$ cat src/rtl/spiram_pkg.sv
package spiram_pkg;

  typedef enum logic [2:0] {
    OP_READ  = 3'd0,
    OP_WRITE = 3'd1,
    OP_IDENT = 3'd2,
    OP_RESET = 3'd3,
    OP_SLEEP = 3'd4,
    OP_WAKE  = 3'd5
  } opCode_t;

  typedef struct packed {
    logic    load;
    logic    sample;
    logic    shift;
    logic    capture;
    opCode_t op;
  } dpStrobe_t;

  localparam logic [7:0] CMD_READ   = 8'h03;
  localparam logic [7:0] CMD_WRITE  = 8'h02;
  localparam logic [7:0] CMD_IDENT  = 8'h9F;
  localparam logic [7:0] CMD_RSTEN  = 8'h66;
  localparam logic [7:0] CMD_RST    = 8'h99;
  localparam logic [7:0] CMD_SLEEP  = 8'hB9;
  localparam logic [7:0] IDENT_WANT = 8'h5D;

endpackage

$ cat src/rtl/spiram_ctrl.sv
module spiram_ctrl
  import spiram_pkg::*;
#(
  parameter int DIV         = 4,
  parameter int HOLD_CYCLES = 125000
) (
  input  logic       clk,
  input  logic       rst,
  input  logic       req,
  input  logic [2:0] op,
  output logic       busy,
  output logic       done,
  output logic       ceN,
  output logic       sclk,
  output dpStrobe_t  strb
);
  localparam int LOW    = DIV - DIV / 2;
  localparam int PH_W   = $clog2(DIV);
  localparam int HOLD_W = $clog2(HOLD_CYCLES + 1);

  typedef enum logic [2:0] {S_IDLE, S_SHIFT, S_HOLD, S_GAP, S_DONE} state_t;

  state_t          state;
  logic [PH_W-1:0] phase;
  logic [6:0]      bitIdx;
  logic [6:0]      lastBit;
  logic [HOLD_W-1:0] holdCnt;
  opCode_t         opReg;
  logic            accept, phEnd, lastIdx;

  function automatic logic [6:0] frameBits(input logic [2:0] o);
    case (o)
      3'd0, 3'd1: frameBits = 7'd64;
      3'd2:       frameBits = 7'd96;
      3'd3:       frameBits = 7'd16;
      3'd4:       frameBits = 7'd8;
      default:    frameBits = 7'd0;
    endcase
  endfunction

  assign accept  = (state == S_IDLE) && req && (op <= 3'd5);
  assign phEnd   = (phase == PH_W'(DIV - 1));
  assign lastIdx = (bitIdx == lastBit);

  always_ff @(posedge clk) begin
    if (rst) begin
      state   <= S_IDLE;
      phase   <= '0;
      bitIdx  <= '0;
      lastBit <= '0;
      holdCnt <= '0;
      opReg   <= OP_READ;
    end else begin
      unique case (state)
        S_IDLE: if (accept) begin
          opReg   <= opCode_t'(op);
          phase   <= '0;
          bitIdx  <= '0;
          holdCnt <= '0;
          lastBit <= frameBits(op) - 7'd1;
          state   <= (op == 3'd5) ? S_HOLD : S_SHIFT;
        end
        S_SHIFT: begin
          if (phEnd) begin
            phase <= '0;
            if (lastIdx) state <= S_GAP;
            else         bitIdx <= bitIdx + 7'd1;
          end else begin
            phase <= phase + PH_W'(1);
          end
        end
        S_HOLD: begin
          if (holdCnt == HOLD_W'(HOLD_CYCLES - 1)) state <= S_GAP;
          else holdCnt <= holdCnt + HOLD_W'(1);
        end
        S_GAP:  state <= S_DONE;
        S_DONE: state <= S_IDLE;
        default: state <= S_IDLE;
      endcase
    end
  end

  always_comb begin
    strb.load    = accept;
    strb.op      = accept ? opCode_t'(op) : opReg;
    strb.sample  = (state == S_SHIFT) && (phase == PH_W'(LOW - 1));
    strb.shift   = (state == S_SHIFT) && phEnd && !lastIdx;
    strb.capture = (state == S_SHIFT) && phEnd && lastIdx;
  end

  assign sclk = (state == S_SHIFT) && (phase >= PH_W'(LOW));
  assign ceN  = !((state == S_SHIFT) || (state == S_HOLD));
  assign busy = (state != S_IDLE);
  assign done = (state == S_DONE);

endmodule

$ cat src/rtl/spiram_dp.sv
module spiram_dp
  import spiram_pkg::*;
(
  input  logic        clk,
  input  logic        rst,
  input  dpStrobe_t   strb,
  input  logic [23:0] addr,
  input  logic [31:0] wdata,
  input  logic        miso,
  output logic        mosi,
  output logic [31:0] rdata,
  output logic        idValid
);
  logic [63:0] txShift;
  logic [63:0] rxShift;

  always_ff @(posedge clk) begin
    if (rst) begin
      txShift <= '0;
      rxShift <= '0;
      rdata   <= '0;
      idValid <= 1'b0;
    end else begin
      if (strb.load) begin
        idValid <= 1'b0;
        case (strb.op)
          OP_READ:  txShift <= {CMD_READ, addr, 32'h0};
          OP_WRITE: txShift <= {CMD_WRITE, addr, wdata[7:0], wdata[15:8],
                                wdata[23:16], wdata[31:24]};
          OP_IDENT: txShift <= {CMD_IDENT, 56'h0};
          OP_RESET: txShift <= {CMD_RSTEN, CMD_RST, 48'h0};
          OP_SLEEP: txShift <= {CMD_SLEEP, 56'h0};
          default:  txShift <= '0;
        endcase
      end
      if (strb.shift)  txShift <= {txShift[62:0], 1'b0};
      if (strb.sample) rxShift <= {rxShift[62:0], miso};
      if (strb.capture) begin
        if (strb.op == OP_READ)
          rdata <= {rxShift[7:0], rxShift[15:8], rxShift[23:16], rxShift[31:24]};
        if (strb.op == OP_IDENT)
          idValid <= (rxShift[63:56] == IDENT_WANT);
      end
    end
  end

  assign mosi = txShift[63];

endmodule

$ cat src/rtl/spiram_word_ctrl.sv
module spiram_word_ctrl
  import spiram_pkg::*;
#(
  parameter int DIV         = 4,
  parameter int CLK_HZ      = 125_000_000,
  parameter int HOLD_CYCLES = CLK_HZ / 1000
) (
  input  logic        clk,
  input  logic        rst,
  input  logic        req,
  input  logic [2:0]  op,
  input  logic [23:0] addr,
  input  logic [31:0] wdata,
  output logic [31:0] rdata,
  output logic        done,
  output logic        busy,
  output logic        idValid,
  output logic        ceN,
  output logic        sclk,
  output logic        mosi,
  input  logic        miso
);
  dpStrobe_t strb;

  spiram_ctrl #(.DIV(DIV), .HOLD_CYCLES(HOLD_CYCLES)) uCtrl (
    .clk(clk), .rst(rst), .req(req), .op(op),
    .busy(busy), .done(done), .ceN(ceN), .sclk(sclk), .strb(strb)
  );

  spiram_dp uDp (
    .clk(clk), .rst(rst), .strb(strb), .addr(addr), .wdata(wdata),
    .miso(miso), .mosi(mosi), .rdata(rdata), .idValid(idValid)
  );

endmodule

$ cat config.mk
export PLATFORM = sky130hd
export DESIGN_NAME = spiram_word_ctrl
export DESIGN_NICKNAME = d
export VERILOG_FILES = /design/src/rtl/spiram_pkg.sv /design/src/rtl/spiram_ctrl.sv /design/src/rtl/spiram_dp.sv /design/src/rtl/spiram_word_ctrl.sv
export SDC_FILE = /design/constraint.sdc
export NUM_CORES = 1
export LEC_CHECK = 0
export ABC_AREA = 0
export BUFFER_PORTS_ARGS = -buffer_cell sky130_fd_sc_hd__buf_2
export CAP_MARGIN = 20
export CORE_MARGIN = 3
export CORE_UTILIZATION = 55
export CTS_CLUSTER_SIZE = 28
export DETAILED_ROUTE_END_ITERATION = 10
export HOLD_SLACK_MARGIN = 0.06
export PLACE_DENSITY = 0.76
export SLEW_MARGIN = 10
export SYNTH_ARGS = -nofsm -noshare
export SYNTH_HDL_FRONTEND = slang
export SYNTH_SLANG_ARGS = --single-unit
export TNS_END_PERCENT = 5
$ cat constraint.sdc
create_clock -name clk -period 2.1 [get_ports clk]
set_input_delay 0.42 -clock clk [delete_from_list [all_inputs] [get_ports clk]]
set_output_delay 0.42 -clock clk [all_outputs]
set_load 0.02 [all_outputs]
* After elaboration in Yosys (flattened, before gate mapping)
Cells that the tools add are included.
** Operators by class
- Add/subtract/negate cells :: 4
- $lt $le $gt $ge :: 2
- Eq/ne operators :: 24
- Muxes and demuxes :: 27
- Reductions and logical operators :: 25
** Operators with widths (count)
- $pmux 64 s5 :: 1
- $mux 64 :: 2
- $mux 7 :: 6
- $mux 17 :: 2
- $pmux 17 s2 :: 1
- $pmux 7 s4 :: 1
- $eq 3x2->1 const B :: 6
- $add 17x1->17 const B :: 1
- $eq 17x17->1 const B :: 1
- $mux 3 :: 5
- $pmux 7 s2 :: 1
- $eq 3x3->1 const B :: 4
- $pmux 3 s4 :: 1
- $eq 3x1->1 const B :: 3
- $logic_not 3->1 :: 3
- $eq 8x7->1 const B :: 1
- $ne 2x1->1 const B :: 4
- $reduce_and 4->1 :: 2
- $add 7x1->7 const B :: 1
- $eq 7x7->1 :: 1
- $logic_and 1x1->1 :: 7
- $sub 7x1->7 const B :: 1
- $mux 2 :: 3
- $reduce_and 2->1 :: 3
- other kinds (14) :: 21
** Word-level totals
- Register bits :: 200
- Input port bits :: 63
- Output and inout port bits :: 38
- Logic and storage cells :: 93

* Logic depth before layout (Yosys ltp)
- Depth in word-level cells :: 8
- Gate-level depth with buffers :: 7
- Gate-level depth less buffers :: 6

* Modules after synthesis
Synthesis repeated with hierarchy kept, for this count alone.
** Second synthesis, totals
- Cell total of the unflattened synthesis :: 915
- Area, all modules :: 8338.0 µm²
** Modules (own cells, without submodules)
- spiram_dp :: instances 1, cells each 670, area each 6286.0 µm², seq. area each 3223.1 µm²
- spiram_ctrl :: instances 1, cells each 245, area each 2052.0 µm², seq. area each 740.7 µm²

* Worst setup path before layout
OpenSTA, ideal clock, no wires.
- Path kind :: input -> register
- From :: input port req
- To :: register uCtrl.holdCnt[5]
- Library setup time :: 0.071 ns
- Arrival time :: 1.880 ns
- Data required time :: 2.029 ns
- Path slack :: 0.150 ns
- Stages :: 6
- Buffers on the path :: 1
- Path through :: or4b_1 -> buf_2 -> a21oi_4 -> a21oi_2 -> or4_1 -> a21oi_1
** On the way
- Longest elaborated chain between the ends :: 4
** Ends and longest elaborated chain
- start: declaration :: line spiram_word_ctrl.sv:10 : input logic req,
- $logic_and 1x1->1 (2 in series) :: line spiram_ctrl.sv:41 : assign accept = (state == S_IDLE) && req && (op <= 3'd5);
- $ne 2x1->1 (no source line)
- $reduce_and 3->1 (no source line)
- end signal: assignment :: line spiram_ctrl.sv:74 : else holdCnt <= holdCnt + HOLD_W'(1);
- end: declaration :: line spiram_ctrl.sv:27 : logic [HOLD_W-1:0] holdCnt;
Every way passes these cells.
A chain may end at the register's enable or synchronous reset.

* Final worst setup path
- From :: register uCtrl.state[2]
- To :: register uDp.rdata[9]
** On the way
- Longest elaborated chain between the ends :: 6
- Elaborated cells on any way between the ends :: 9
- Classes of those cells :: 1 x eq/ne; 1 x mux; 7 x reduce/logical
** Ends and longest elaborated chain
- start: declaration :: line spiram_ctrl.sv:23 : state_t state;
- start signal: assignment :: line spiram_ctrl.sv:61 : state <= (op == 3'd5) ? S_HOLD : S_SHIFT;
- $logic_not 3->1 :: line spiram_ctrl.sv:41
- $logic_and 1x1->1 (2 in series) :: line spiram_ctrl.sv:41
- $mux 3
- $logic_not 3->1 :: line spiram_dp.sv:39 : if (strb.op == OP_READ)
- $reduce_and 2->1 (no source line) (*)
- end signal: assignment :: line spiram_dp.sv:40 : rdata <= {rxShift[7:0], rxShift[15:8], rxShift[23:16], rxShift[31:24]};
- end: declaration :: line spiram_dp.sv:11 : output logic [31:0] rdata,
Every way passes the cells marked *; elsewhere a longest branch is shown, timed or not.

==> results.cfg <==
[timing]
fin_crit_ns = 2.00
worst_slew_pin_slew_ns = 0.710
setup_viol = 0
timing.hold.ws_ns = 0.227
setup_tns_ns = 0
max_freq_mhz = 500
drv_slew = 0
fin_skew_ns = 0.0114
rsz0062_at_grt = no
post-route-period-util_pct = 95.2
hold_viol = 0
timing.slew.headroom_pct = 52.7

[placement]
port-buffer-count = 100
dpl.hpwl_um = 11900
gp_congestion = 0.791
dpl_cell_area_mm2 = 0.00900

[run_status]
status = finished, final reports clean

[worst_setup_path]
crit_required_ns = 2.39
crit_slowest_cell = nor4b_4
path_max_fanout = 32
crit_type = flop to flop
path_cells = nor4b_4 -> nand2b_4 -> a2111o_1 -> buf_12 -> o21ai_0 -> a21oi_1
cp-end-kind = flop
cp_data_arrival_time_ns = 2.29
startpoint_type = flop
slowest_delay_ns = 0.48

[floorplanning]
core_mm2 = 0.0141
die_h_um = 127
fp-row-count = 43
top_level_ports = 101
dieWidth_um = 127
initial_utilization_pct = 57.3
dieArea_mm2 = 0.0162

[cells_and_area]
drive_gt1_share_pct = 18.4
fin_nets = 1136
antenna_cells = 0
nFillCells = 1186
design_area_mm2 = 0.00964
area_growth_pct = 19.0

[synth]
yosysSeqAreaShare_pct = 48.9
async_reset_ff_share_pct = 0
synth_edf_count = 0
synth-seq-cells = 198
yosys.cell_types.count = 54
avgSynthCellArea_um2 = 8.20
yosys_warnings = 0
syn_inst = 988
synth_area_mm2 = 0.00810
syn-num-nets = 1057
synth_ff_type = dfxtp_1

[routing]
wl_um = 18800
first_pass_iters = 5
vias = 7351
vias_per_cell = 5.83
drc = 0
drtIter0Drc = 670
drtAntennaViolNets = 0
wire_per_inst_um = 14.9

[cts]
clk_pin_slew_worst_paths_ns = 0.07
root_buffer = clkbuf_16
cts_hold_buffers = 0
numClockSinks = 198
cts_max_path_buffers = 2
htree_levels = 4
cts_tree = done
clkLatencyLatePin_ns = 0.43
numCtsBuffers = 17

[power_and_ir_drop]
p_per_area_mw_per_mm2 = 926
power.leakage_nw = 3.48
peakVddDrop_mv = 0.640

[hold_path]
hold_class = input pin to flop

[global_route]
grt_first_pass_wirelength_um = 31600
antenna_found_initial = 0
grt_usage_pct = 23.2
grt_pass1_vias = 6702
grt_max_degree = 73
grt_overflow = 0

[run]
maxCapViolations = 0
## flip-flops by register name, indices dropped and copies added, names as in the netlist
signal / count
uDp.rxShift: 64
uCtrl.bitIdx: 7
uCtrl.phase: 2
uCtrl.lastBit: 5
uCtrl.state: 3
uDp.idValid: 1
uDp.txShift: 64
uCtrl.opReg: 3
uCtrl.holdCnt: 17
uDp.rdata: 32
## power by group
group / internal [mW] / switching (mW) / total (mW)
Sequential: 3.89 / 0.104 / 3.99
Combinational: 0.658 / 1.04 / 1.69
Clock: 1.74 / 1.49 / 3.24
## worst paths after layout
kind | startpoint | endpoint | slack, ns | cells after the start
max | uCtrl.state[2] | uDp.rdata[9] | 0.10 | 6
max reg2reg | uCtrl.state[2] | uDp.rdata[9] | 0.10 | 6
min | miso | uDp.rxShift[0] | 0.23 | 3
min reg2reg | uDp.rxShift[32] | uDp.rxShift[33] | 0.45 | 2
## final cells by class
class | instances | area (um2) | area share, %
clock buffers | 20 | 457 | 4.74
repair buffers | 146 | 1010 | 10.5
multi-input cells | 696 | 3810 | 39.5
well taps | 180 | 225 | 2.34
flip-flops and latches | 198 | 3970 | 41.1
clock inverters | 12 | 144 | 1.49
inverters | 8 | 30.0 | 0.311
## cell usage after synthesis (6+ instances only)
cell,instances,share of area [%]
nor4_1,6,0.46
nor3_1,31,1.9
nand3_1,85,5.3
a21oi_1,154,9.5
and2_1,6,0.46
and3_1,6,0.46
ha_1,6,0.93
inv_1,8,0.37
nand2_1,163,7.6
a22oi_1,32,3.0
nor2_1,44,2.0
clkbuf_1,62,2.9
or3_1,9,0.69
a211oi_1,6,0.56
xnor2_1,8,0.86
a221oi_1,20,2.2
o21ai_0,50,3.1
a31oi_1,13,1.0
buf_1,10,0.46
nor2b_1,6,0.46
dfxtp_1,198,49
buf_2,10,0.62
## metrics by stage
step           cells  utilization (%)  power (mW)  setup slack (ns)
2_1_floorplan    988                -        5.05             0.150
3_3_place_gp    1228             63.6        5.72            0.0144
3_5_place_dp    1228             63.6        5.74           -0.0714
4_1_cts         1260             68.0        8.97            0.0236
5_1_grt         1260             68.1        9.33          0.000838
6_report        1260             68.1        8.92             0.101
## placed cells by master, fill, tap and decap left out, types with 5 or more instances in the layout
master / count
dfxtp_1: 196
nand2_1: 162
a21oi_1: 152
buf_2: 99
nand3_1: 85
o21ai_0: 45
nor2_1: 44
buf_4: 34
a22oi_1: 32
nor3_1: 29
a221oi_1: 20
clkbuf_16: 17
a31oi_1: 13
buf_12: 13
or3_1: 9
inv_1: 8
xnor2_1: 8
nor2b_1: 6
and3_1: 6
a211oi_1: 6
ha_1: 6
and2_1: 5
and4_1: 5
o21ai_1: 5
nor4_1: 5
## worst max-delay path: cells and delay by family, from the launching register on
family	cells	cell delay, ns
flip-flops	1	0.37
AND/OR/NAND/NOR	2	0.60
AO/OA/AOI/OAI	3	0.69
buffers and inverters	1	0.19
## logic make-up after synthesis
logic type	Yosys count	share of synthesized area [%]
xor gates and xnor gates	9	0.973
buffers and inverters	94	4.83
AOI/OAI and AO/OA	296	21.9
adders and majority gates	6	0.927
DFF	198	48.9
and+or+nand+nor	383	22.2
muxes	2	0.247
## layer usage
layer	track usage, %	vias to the layer above	routed length (um)
met4	7.38	0	265
met5	0	-	0
li1	-	3667	-
met2	37.0	182	8770
met3	4.68	23	1010
met1	31.9	3479	8700
## what timing repair did
action                                  4_1_cts  5_1_grt
pin swaps                                     0        2
hold endpoints to repair                      0        0
buffers inserted                              0        0
endpoints found under the setup margin       33       37
gates resized for setup                       3       11
(Power assumes the default switching activity.)
